[config.mk]
export PLATFORM = sky130hd
export DESIGN_NAME = irq_countdown_timer
export DESIGN_NICKNAME = d
export VERILOG_FILES = /design/src/rtl/cdt_pkg.sv /design/src/rtl/cdt_regs.sv /design/src/rtl/cdt_prescale.sv /design/src/rtl/cdt_counter.sv /design/src/rtl/irq_countdown_timer.sv
export SDC_FILE = /design/constraint.sdc
export NUM_CORES = 1
export LEC_CHECK = 0
export BUFFER_PORTS_ARGS = -buffer_cell sky130_fd_sc_hd__buf_2
export CAP_MARGIN = 20
export CORE_UTILIZATION = 40
export DETAILED_ROUTE_END_ITERATION = 7
export PLACE_DENSITY_LB_ADDON = 0.25
export SETUP_SLACK_MARGIN = 0.5
export SLEW_MARGIN = 0
export SYNTH_ARGS = -nofsm -noshare
export SYNTH_HDL_FRONTEND = slang
export SYNTH_SLANG_ARGS = --single-unit
[constraint.sdc]
create_clock -name clk -period 7.3 [get_ports clk]
set_input_delay 1.095 -clock clk [delete_from_list [all_inputs] [get_ports clk]]
set_output_delay 1.095 -clock clk [all_outputs]
set_load 0.01 [all_outputs]
[src/rtl/cdt_pkg.sv]
// Shared encodings for the countdown timer: register select codes, control
// entry bit positions and the divide-code to shift mapping.
// Assumes a data width of at least 18 bits so the control bits exist.
package cdt_pkg;

    typedef enum logic [1:0] {
        SEL_ENTRY = 2'd0,
        SEL_INIT  = 2'd1,
        SEL_CUR   = 2'd2,
        SEL_DIV   = 2'd3
    } cdt_sel_e;

    localparam int          CDT_SHIFT_W        = 3;
    localparam int          ENTRY_PERIODIC_BIT = 17;
    localparam int          ENTRY_MASK_BIT     = 16;
    localparam logic [31:0] ENTRY_RESET        = 32'h0001_0000;
    localparam logic [3:0]  DIV_KEEP           = 4'hB;

    // Bits 1:0 plus bit 3 form a code; the shift is code+1, wrapping at 8.
    function automatic logic [CDT_SHIFT_W-1:0] div_shift(input logic [3:0] cfg);
        logic [CDT_SHIFT_W-1:0] code;
        code = {cfg[3], cfg[1:0]};
        return code + 3'd1;
    endfunction

endpackage

[src/rtl/cdt_regs.sv]
// Register port of the countdown timer: holds the control entry, the
// initial count and the divide configuration, decodes write strobes
// and muxes read data. Assumes single-cycle writes with no handshake.
module cdt_regs
    import cdt_pkg::*;
#(
    parameter int DATA_W = 32
) (
    input  logic              clk,
    input  logic              rst_n,
    input  logic              wr_en,
    input  logic [1:0]        wr_sel,
    input  logic [DATA_W-1:0] wr_data,
    input  logic [1:0]        rd_sel,
    input  logic [DATA_W-1:0] cur_count,
    output logic [DATA_W-1:0] entry_q,
    output logic [DATA_W-1:0] init_q,
    output logic [3:0]        div_q,
    output logic              init_wr,
    output logic              div_wr,
    output logic [DATA_W-1:0] rd_data
);

    logic entry_wr;

    // Decode which register a write strobe targets.
    always_comb begin
        entry_wr = wr_en && (cdt_sel_e'(wr_sel) == SEL_ENTRY);
        init_wr  = wr_en && (cdt_sel_e'(wr_sel) == SEL_INIT);
        div_wr   = wr_en && (cdt_sel_e'(wr_sel) == SEL_DIV);
    end

    // Store software-written registers; the current count is not stored here.
    always_ff @(posedge clk) begin
        if (!rst_n) begin
            entry_q <= DATA_W'(ENTRY_RESET);
            init_q  <= '0;
            div_q   <= '0;
        end else begin
            if (entry_wr) entry_q <= wr_data;
            if (init_wr)  init_q  <= wr_data;
            if (div_wr)   div_q   <= wr_data[3:0] & DIV_KEEP;
        end
    end

    // Combinational read mux.
    always_comb begin
        case (cdt_sel_e'(rd_sel))
            SEL_ENTRY: rd_data = entry_q;
            SEL_INIT:  rd_data = init_q;
            SEL_CUR:   rd_data = cur_count;
            SEL_DIV:   rd_data = {{(DATA_W-4){1'b0}}, div_q};
            default:   rd_data = '0;
        endcase
    end

endmodule

[src/rtl/cdt_prescale.sv]
// Power-of-two prescaler: emits one tick every 2^shift cycles.
// A restart clears the phase and suppresses the tick in that cycle, so the
// first tick after a restart comes a full period later.
// Assumes shift only changes together with a restart.
module cdt_prescale #(
    parameter int SHIFT_W = 3
) (
    input  logic               clk,
    input  logic               rst_n,
    input  logic               restart,
    input  logic [SHIFT_W-1:0] shift,
    output logic               tick
);

    localparam int PRE_W = (1 << SHIFT_W) - 1;

    logic [PRE_W-1:0] pre_cnt;
    logic [PRE_W-1:0] limit;

    // Terminal phase value for the selected prescale.
    always_comb begin
        limit = {PRE_W{1'b1}} >> (PRE_W - int'(shift));
        tick  = !restart && (pre_cnt == limit);
    end

    // Advance the phase counter, wrapping at the terminal value.
    always_ff @(posedge clk) begin
        if (!rst_n || restart || tick) pre_cnt <= '0;
        else                           pre_cnt <= pre_cnt + 1'b1;
    end

endmodule

[src/rtl/cdt_counter.sv]
// Down-counter core: loads on an initial-count write, steps once per tick,
// fires once at zero in one-shot mode or reloads and fires in periodic
// mode, and registers the request pulse and its vector.
// Assumes reload_val equals the stored initial count.
module cdt_counter #(
    parameter int CNT_W = 32,
    parameter int VEC_W = 8
) (
    input  logic             clk,
    input  logic             rst_n,
    input  logic             tick,
    input  logic             load,
    input  logic [CNT_W-1:0] load_val,
    input  logic [CNT_W-1:0] reload_val,
    input  logic             periodic,
    input  logic             masked,
    input  logic [VEC_W-1:0] vector,
    output logic [CNT_W-1:0] cur_q,
    output logic             irq_pulse,
    output logic [VEC_W-1:0] irq_vector
);

    logic armed;
    logic expire;

    // An expiry is a tick seen at zero with a non-zero period that is still live.
    always_comb begin
        expire = tick && (cur_q == '0) && (reload_val != '0) && (periodic || armed);
    end

    // Count state: load, decrement, periodic reload, one-shot disarm.
    always_ff @(posedge clk) begin
        if (!rst_n) begin
            cur_q <= '0;
            armed <= 1'b0;
        end else if (load) begin
            cur_q <= load_val;
            armed <= (load_val != '0);
        end else if (tick) begin
            if (cur_q != '0)            cur_q <= cur_q - 1'b1;
            else if (expire && periodic) cur_q <= reload_val;
            if (expire) armed <= 1'b0;
        end
    end

    // Request pulse and vector, gated by the mask.
    always_ff @(posedge clk) begin
        if (!rst_n) begin
            irq_pulse  <= 1'b0;
            irq_vector <= '0;
        end else begin
            irq_pulse <= expire && !masked;
            if (expire && !masked) irq_vector <= vector;
        end
    end

endmodule

[src/rtl/irq_countdown_timer.sv]
// Top of the local interrupt countdown timer: ties the register port,
// the prescaler and the down-counter together.
// Assumes DATA_W >= 18 and VEC_W <= 16.
module irq_countdown_timer
    import cdt_pkg::*;
#(
    parameter int DATA_W = 32,
    parameter int VEC_W  = 8
) (
    input  logic              clk,
    input  logic              rst_n,
    input  logic              wr_en,
    input  logic [1:0]        wr_sel,
    input  logic [DATA_W-1:0] wr_data,
    input  logic [1:0]        rd_sel,
    output logic [DATA_W-1:0] rd_data,
    output logic              irq_pulse,
    output logic [VEC_W-1:0]  irq_vector
);

    logic [DATA_W-1:0]      entry_q;
    logic [DATA_W-1:0]      init_q;
    logic [3:0]             div_q;
    logic                   init_wr;
    logic                   div_wr;
    logic [DATA_W-1:0]      cur_q;
    logic                   tick;
    logic [CDT_SHIFT_W-1:0] shift;
    logic                   masked;
    logic                   periodic;

    // Field extraction from the control entry and divide register.
    always_comb begin
        shift    = div_shift(div_q);
        masked   = entry_q[ENTRY_MASK_BIT];
        periodic = entry_q[ENTRY_PERIODIC_BIT];
    end

    cdt_regs #(.DATA_W(DATA_W)) u_regs (
        .clk       (clk),
        .rst_n     (rst_n),
        .wr_en     (wr_en),
        .wr_sel    (wr_sel),
        .wr_data   (wr_data),
        .rd_sel    (rd_sel),
        .cur_count (cur_q),
        .entry_q   (entry_q),
        .init_q    (init_q),
        .div_q     (div_q),
        .init_wr   (init_wr),
        .div_wr    (div_wr),
        .rd_data   (rd_data)
    );

    cdt_prescale #(.SHIFT_W(CDT_SHIFT_W)) u_prescale (
        .clk     (clk),
        .rst_n   (rst_n),
        .restart (init_wr || div_wr),
        .shift   (shift),
        .tick    (tick)
    );

    cdt_counter #(.CNT_W(DATA_W), .VEC_W(VEC_W)) u_counter (
        .clk        (clk),
        .rst_n      (rst_n),
        .tick       (tick),
        .load       (init_wr),
        .load_val   (wr_data),
        .reload_val (init_q),
        .periodic   (periodic),
        .masked     (masked),
        .vector     (entry_q[VEC_W-1:0]),
        .cur_q      (cur_q),
        .irq_pulse  (irq_pulse),
        .irq_vector (irq_vector)
    );

endmodule

; ---- Word level (Yosys, flattened, before mapping)
; Cells that the tools add are included.
[totals]
wordCells = 54
regBits = 116
[classes]
n_addsub = 4
n_eq_ne = 6
muxes = 8
reduce_logical = 27
n_shift = 1
[ops]
columns = op, count
row1 = two-way mux 32 bit, 4
row2 = case mux 32 bit (4 select lines), 1
row3 = nonzero test 32 bit, 3
row4 = logical NOT 32 bit, 1
row5 = "right shift 7 x 32 -> 7 bit, first input constant", 1
row6 = "subtractor 32 x 1 -> 32 bit, second input constant", 1
row7 = logical AND 1 bit, 9
row8 = "adder 7 x 1 -> 7 bit, second input constant", 1
row9 = equality test 7 bit, 1
row10 = "equality test 2 bit, second input constant", 3
row11 = "equality test 2 x 1 -> 1 bit, second input constant", 2
row12 = logical NOT 2 bit, 2
row13 = logical OR 1 bit, 4
row14 = AND reduction 2 bit, 2
row15 = nonzero test 2 bit, 2
row16 = "subtractor 3 x 3 -> 4 bit, first input constant", 1
row17 = "adder 3 x 1 -> 3 bit, second input constant", 1
row18 = logical NOT 1 bit, 3
row19 = two-way mux 1 bit, 3
row20 = nonzero test 3 bit, 1

; ---- Logic depth before layout (Yosys ltp)
[depth]
word_depth = 13
ltp_mapped = 12
ltp_nobuf = 9

; ---- Hierarchy
; From an unflattened synthesis, not the netlist that was laid out.
[unflattened]
cells_unflattened = 759
area_unflattened_um2 = 6685.2
[modules_own_cells]
columns = mod, cells_each, area_each_um2, seq_area_each_um2, instances
row1 = cdt_regs, 333, 3325.7, 1341.3, 1
row2 = cdt_counter, 371, 2880.3, 840.8, 1
row3 = cdt_prescale, 51, 447.9, 140.1, 1
row4 = irq_countdown_timer, 4, 31.3, 0.0, 1

; ---- Least setup slack after synthesis
; No wires, ideal clock.
[synth_timing]
path_kind = input -> output
from = input rd_sel[1]
to = output rd_data[10]
arrival_ns = 2.732
t_required_ns = 6.205
setup_slack_ns = 3.473
n_path_buf = 3
path_stages = 5
cell_sequence = clkbuf_1 buf_1 clkbuf_1 mux2i_1 o21ai_0
[synth_between]
elab_chain_cells = 2
[synth_lines]
columns = item, line
row1 = start: declaration, irq_countdown_timer.sv:15  ; input logic [1:0] rd_sel,
row2 = equality test 2 bit (tied with other cells), cdt_regs.sv:48  ; case (cdt_sel_e'(rd_sel))
row3 = case mux 32 bit (4 select lines) *, cdt_regs.sv:48
row4 = end: declaration, irq_countdown_timer.sv:16  ; output logic [DATA_W-1:0] rd_data,
; Every way passes the cells marked *; elsewhere a longest branch is shown, timed or not.

; ---- Final worst setup path
[layout_timing]
from = input rd_sel[0]
to = output rd_data[6]
; Same word-level chain as after synthesis.

==> flow_summary.toml <==
[status]
status = "complete, no violations"

[setup_path]
worstPathArrival_ps = 2850
crit_required_ps = 6200
cp_cell_sequence = "buf_2, nor2b_2, buf_4, nand2_1, o21ai_0, buf_2"
path_max_fanout = 33
r2r_start = "u_counter.cur_q[14]"
cp_slowest_stage_delay_ps = 570
worstSetupEndpointType = "output pin"
worstSetupPathType = "input pin to output pin"
cp_slowest_cell = "nor2b_2"
crit_top_cell = "buf_2"
startpoint = "rd_sel[0]"
critPathLaunchType = "input pin"
rrSetupSlack_ps = 3810

[timing]
relSlewSlack_pct = 36.3
period_needed_ps = 3950
finalSetupViolCount = 0
post-route-period-util_pct = 54.1
slew_viol_final = 0
clock.fmax_ghz = 0.253
setup_ws_ps = 3350
hold_viol = 0
fin_skew_ps = 8.40
rsz0062_at_grt = "no"
fin_tns_setup_ps = 0
tightest_slew_ps = 947

[floorplan]
core_area_um2 = 15300
die_w_um = 127
rows = 45
dieArea_um2 = 16200
io_pins = 80
die_y_um = 127
initial_core_util_pct = 41.1

[clock_network]
cts_root_buf = "clkbuf_16"
cts_tree = "done"
postCtsResizedCells = 0
clockBufferDepth = 2
cts_buffers = 17
cts.sinks = 116
clk_pin_slew_ps = 50
holdBufCountCts = 0
postCtsSetupBuffers = 0
clk_latency_ps = 420
cts-htree-levels = 4

[yosys]
synth_compound_area_share_pct = 20.5
synth_cell_type_count = 64
synth-seq-area-share_pct = 37.0
postSynthAreaPerCell_um2 = 7.70
synth_seq_cells = 116
synth_edf_count = 0
ys_warn_count = 0
netlist_area_um2 = 6280
synth_top_family_by_area = "simple AND/OR/NAND/NOR gates"
synth_flop_cell = "dfxtp_1"
postSynthCellCount = 815
syn_nets = 861
synth-xor-area-share_pct = 2.09
synth_simple_gate_area_share_pct = 26.1
synthArstFlopShare_pct = 0
synthMuxAreaShare_pct = 8.61
synthAdderAreaFrac_pct = 1.40

[place]
pre_cts_slack_ps = 3330
placed_cells = 1054
port-buffer-count = 79
place_congestion = 0.843
dpl_cell_area_um2 = 6770
hpwl_um = 13000

[detailed_routing]
drc = 0
ant_nets = 0
dr.pass1.iters = 5
finalWirelength_um = 19800
viasPerCell = 5.75
dr_total_vias = 6258
wl_per_cell_um = 18.1
dr.first_iter.drc_count = 532

[layout]
final_cells = 1089
antenna-diode-count = 0
nets = 911
layout-drive-gt1-share_pct = 17.0
design_area_um2 = 7410
syn_to_final_growth_pct = 18.1

[power]
leakage_nw = 2.87
power.total_mw = 2.06
vdd_drop_max_mv = 0.187
power_density_nw_per_um2 = 278

[run]
drv_cap = 0

[worst_hold_path]
hold_class = "flop to flop"
hold_start = "u_regs.entry_q[28]"

[global_routing]
grt_antenna_before_repair = 0
grt_pass1_wl_um = 31300
grtUsageTotal_pct = 25.1
grt_max_degree = 67
grt_pass1_vias = 5542
gr-total-overflow = 0
[per-stage QoR]
step,utilization (%),hold slack (ps)
final,48.6,453
after global routing,48.6,476
after CTS,48.3,454
after detailed placement,44.3,446
after global placement,44.3,441
after floorplan,-,436
[critical path, delay by kind of cell]
kind | cells | cell delay, ps
buffers and inverters | 3 | 990
and+or+nand+nor | 2 | 660
AOI/OAI and AO/OA | 1 | 70
[flip-flops by register name, indices dropped and copies added (netlist names)]
signal,count
u_regs.entry_q,32
u_counter.irq_pulse,1
u_prescale.pre_cnt,7
u_counter.irq_vector,8
u_counter.armed,1
u_regs.init_q,32
u_regs.div_q,3
u_counter.cur_q,32
[kinds of logic (layout without fill, tap and decap cells)]
| kind of cell | count (synthesis) | after routing |
|---|---|---|
| simple gates | 342 | 342 |
| fa+ha+maj | 7 | 7 |
| mux | 50 | 50 |
| compound gates | 219 | 219 |
| flops | 116 | 116 |
| buf+inv | 66 | 129 |
| xor+xnor | 15 | 15 |
[final cells by class]
class                           count  area (µm²)
Clock buffer                       22         484
Clock inverter                     10         128
Fill cell                        1548        7850
Inverter                            7        26.3
Multi-Input combinational cell    633        3700
Sequential cell                   116        2320
Tap cell                          211         264
Timing Repair Buffer               90         489
[layout by cell type, fill, tap and decap left out, drive strengths merged, types with 4 or more instances in the layout]
| cell type | n |
|---|---|
| a211o | 6 |
| a21oi | 85 |
| a2bb2oi | 7 |
| a31oi | 13 |
| a32oi | 4 |
| buf | 90 |
| clkbuf | 22 |
| clkinv | 6 |
| dfxtp | 116 |
| ha | 7 |
| inv | 7 |
| mux2i | 45 |
| nand2 | 191 |
| nand3 | 23 |
| nand4 | 6 |
| nor2 | 43 |
| nor3 | 19 |
| nor4 | 27 |
| o21a | 4 |
| o21ai | 69 |
| o31ai | 4 |
| or3 | 6 |
| or4 | 6 |
| xnor2 | 8 |
| xor2 | 7 |
[Yosys cell counts, drive strengths merged, types with 3 or more instances]
master / instances / area (µm²)
ha: 7 / 87.6
or4: 6 / 52.6
mux2i: 45 / 450
mux4: 3 / 67.6
nor3: 19 / 106
nor2: 43 / 161
a21oi: 85 / 425
a31oi: 13 / 81.3
or3: 6 / 42.5
xor2: 7 / 61.3
xnor2: 8 / 70.1
buf: 11 / 65.1
nor4: 27 / 224
nand4: 6 / 43.8
nand3: 23 / 115
a2bb2oi: 7 / 61.3
inv: 7 / 26.3
a32o: 3 / 30.0
or2: 3 / 18.8
o21a: 4 / 30.0
nor4b: 3 / 32.5
clkbuf: 48 / 180
o21ai: 69 / 345
a221oi: 3 / 26.3
o31ai: 4 / 30.0
nand2: 191 / 717
o211ai: 3 / 22.5
dfxtp: 116 / 2320
a211o: 6 / 52.6
a211oi: 3 / 22.5
a32oi: 4 / 35.0
[where the power goes]
group / internal (mW) / switching, mW / leakage [nW]
sequential: 0.667 / 0.0488 / 0.943
clock: 0.568 / 0.298 / 0.305
combinational: 0.178 / 0.300 / 1.62
[metal layers]
metal	vias to the layer above	global-route usage [%]	part of all wire, %
li1	3026	-	-
met1	2960	36.0	47
met4	0	7.84	1.2
met3	27	5.28	7.3
met2	245	37.4	45
met5	-	0	0
[final timing paths]
| path | end | depth (start not counted) |
|---|---|---|
| max reg2reg | u_counter.cur_q[18] | 7 |
| min | u_regs.entry_q[28] | 2 |
| max | rd_data[6] | 6 |
| min reg2reg | u_regs.entry_q[28] | 2 |
(Power assumes the default switching activity.)
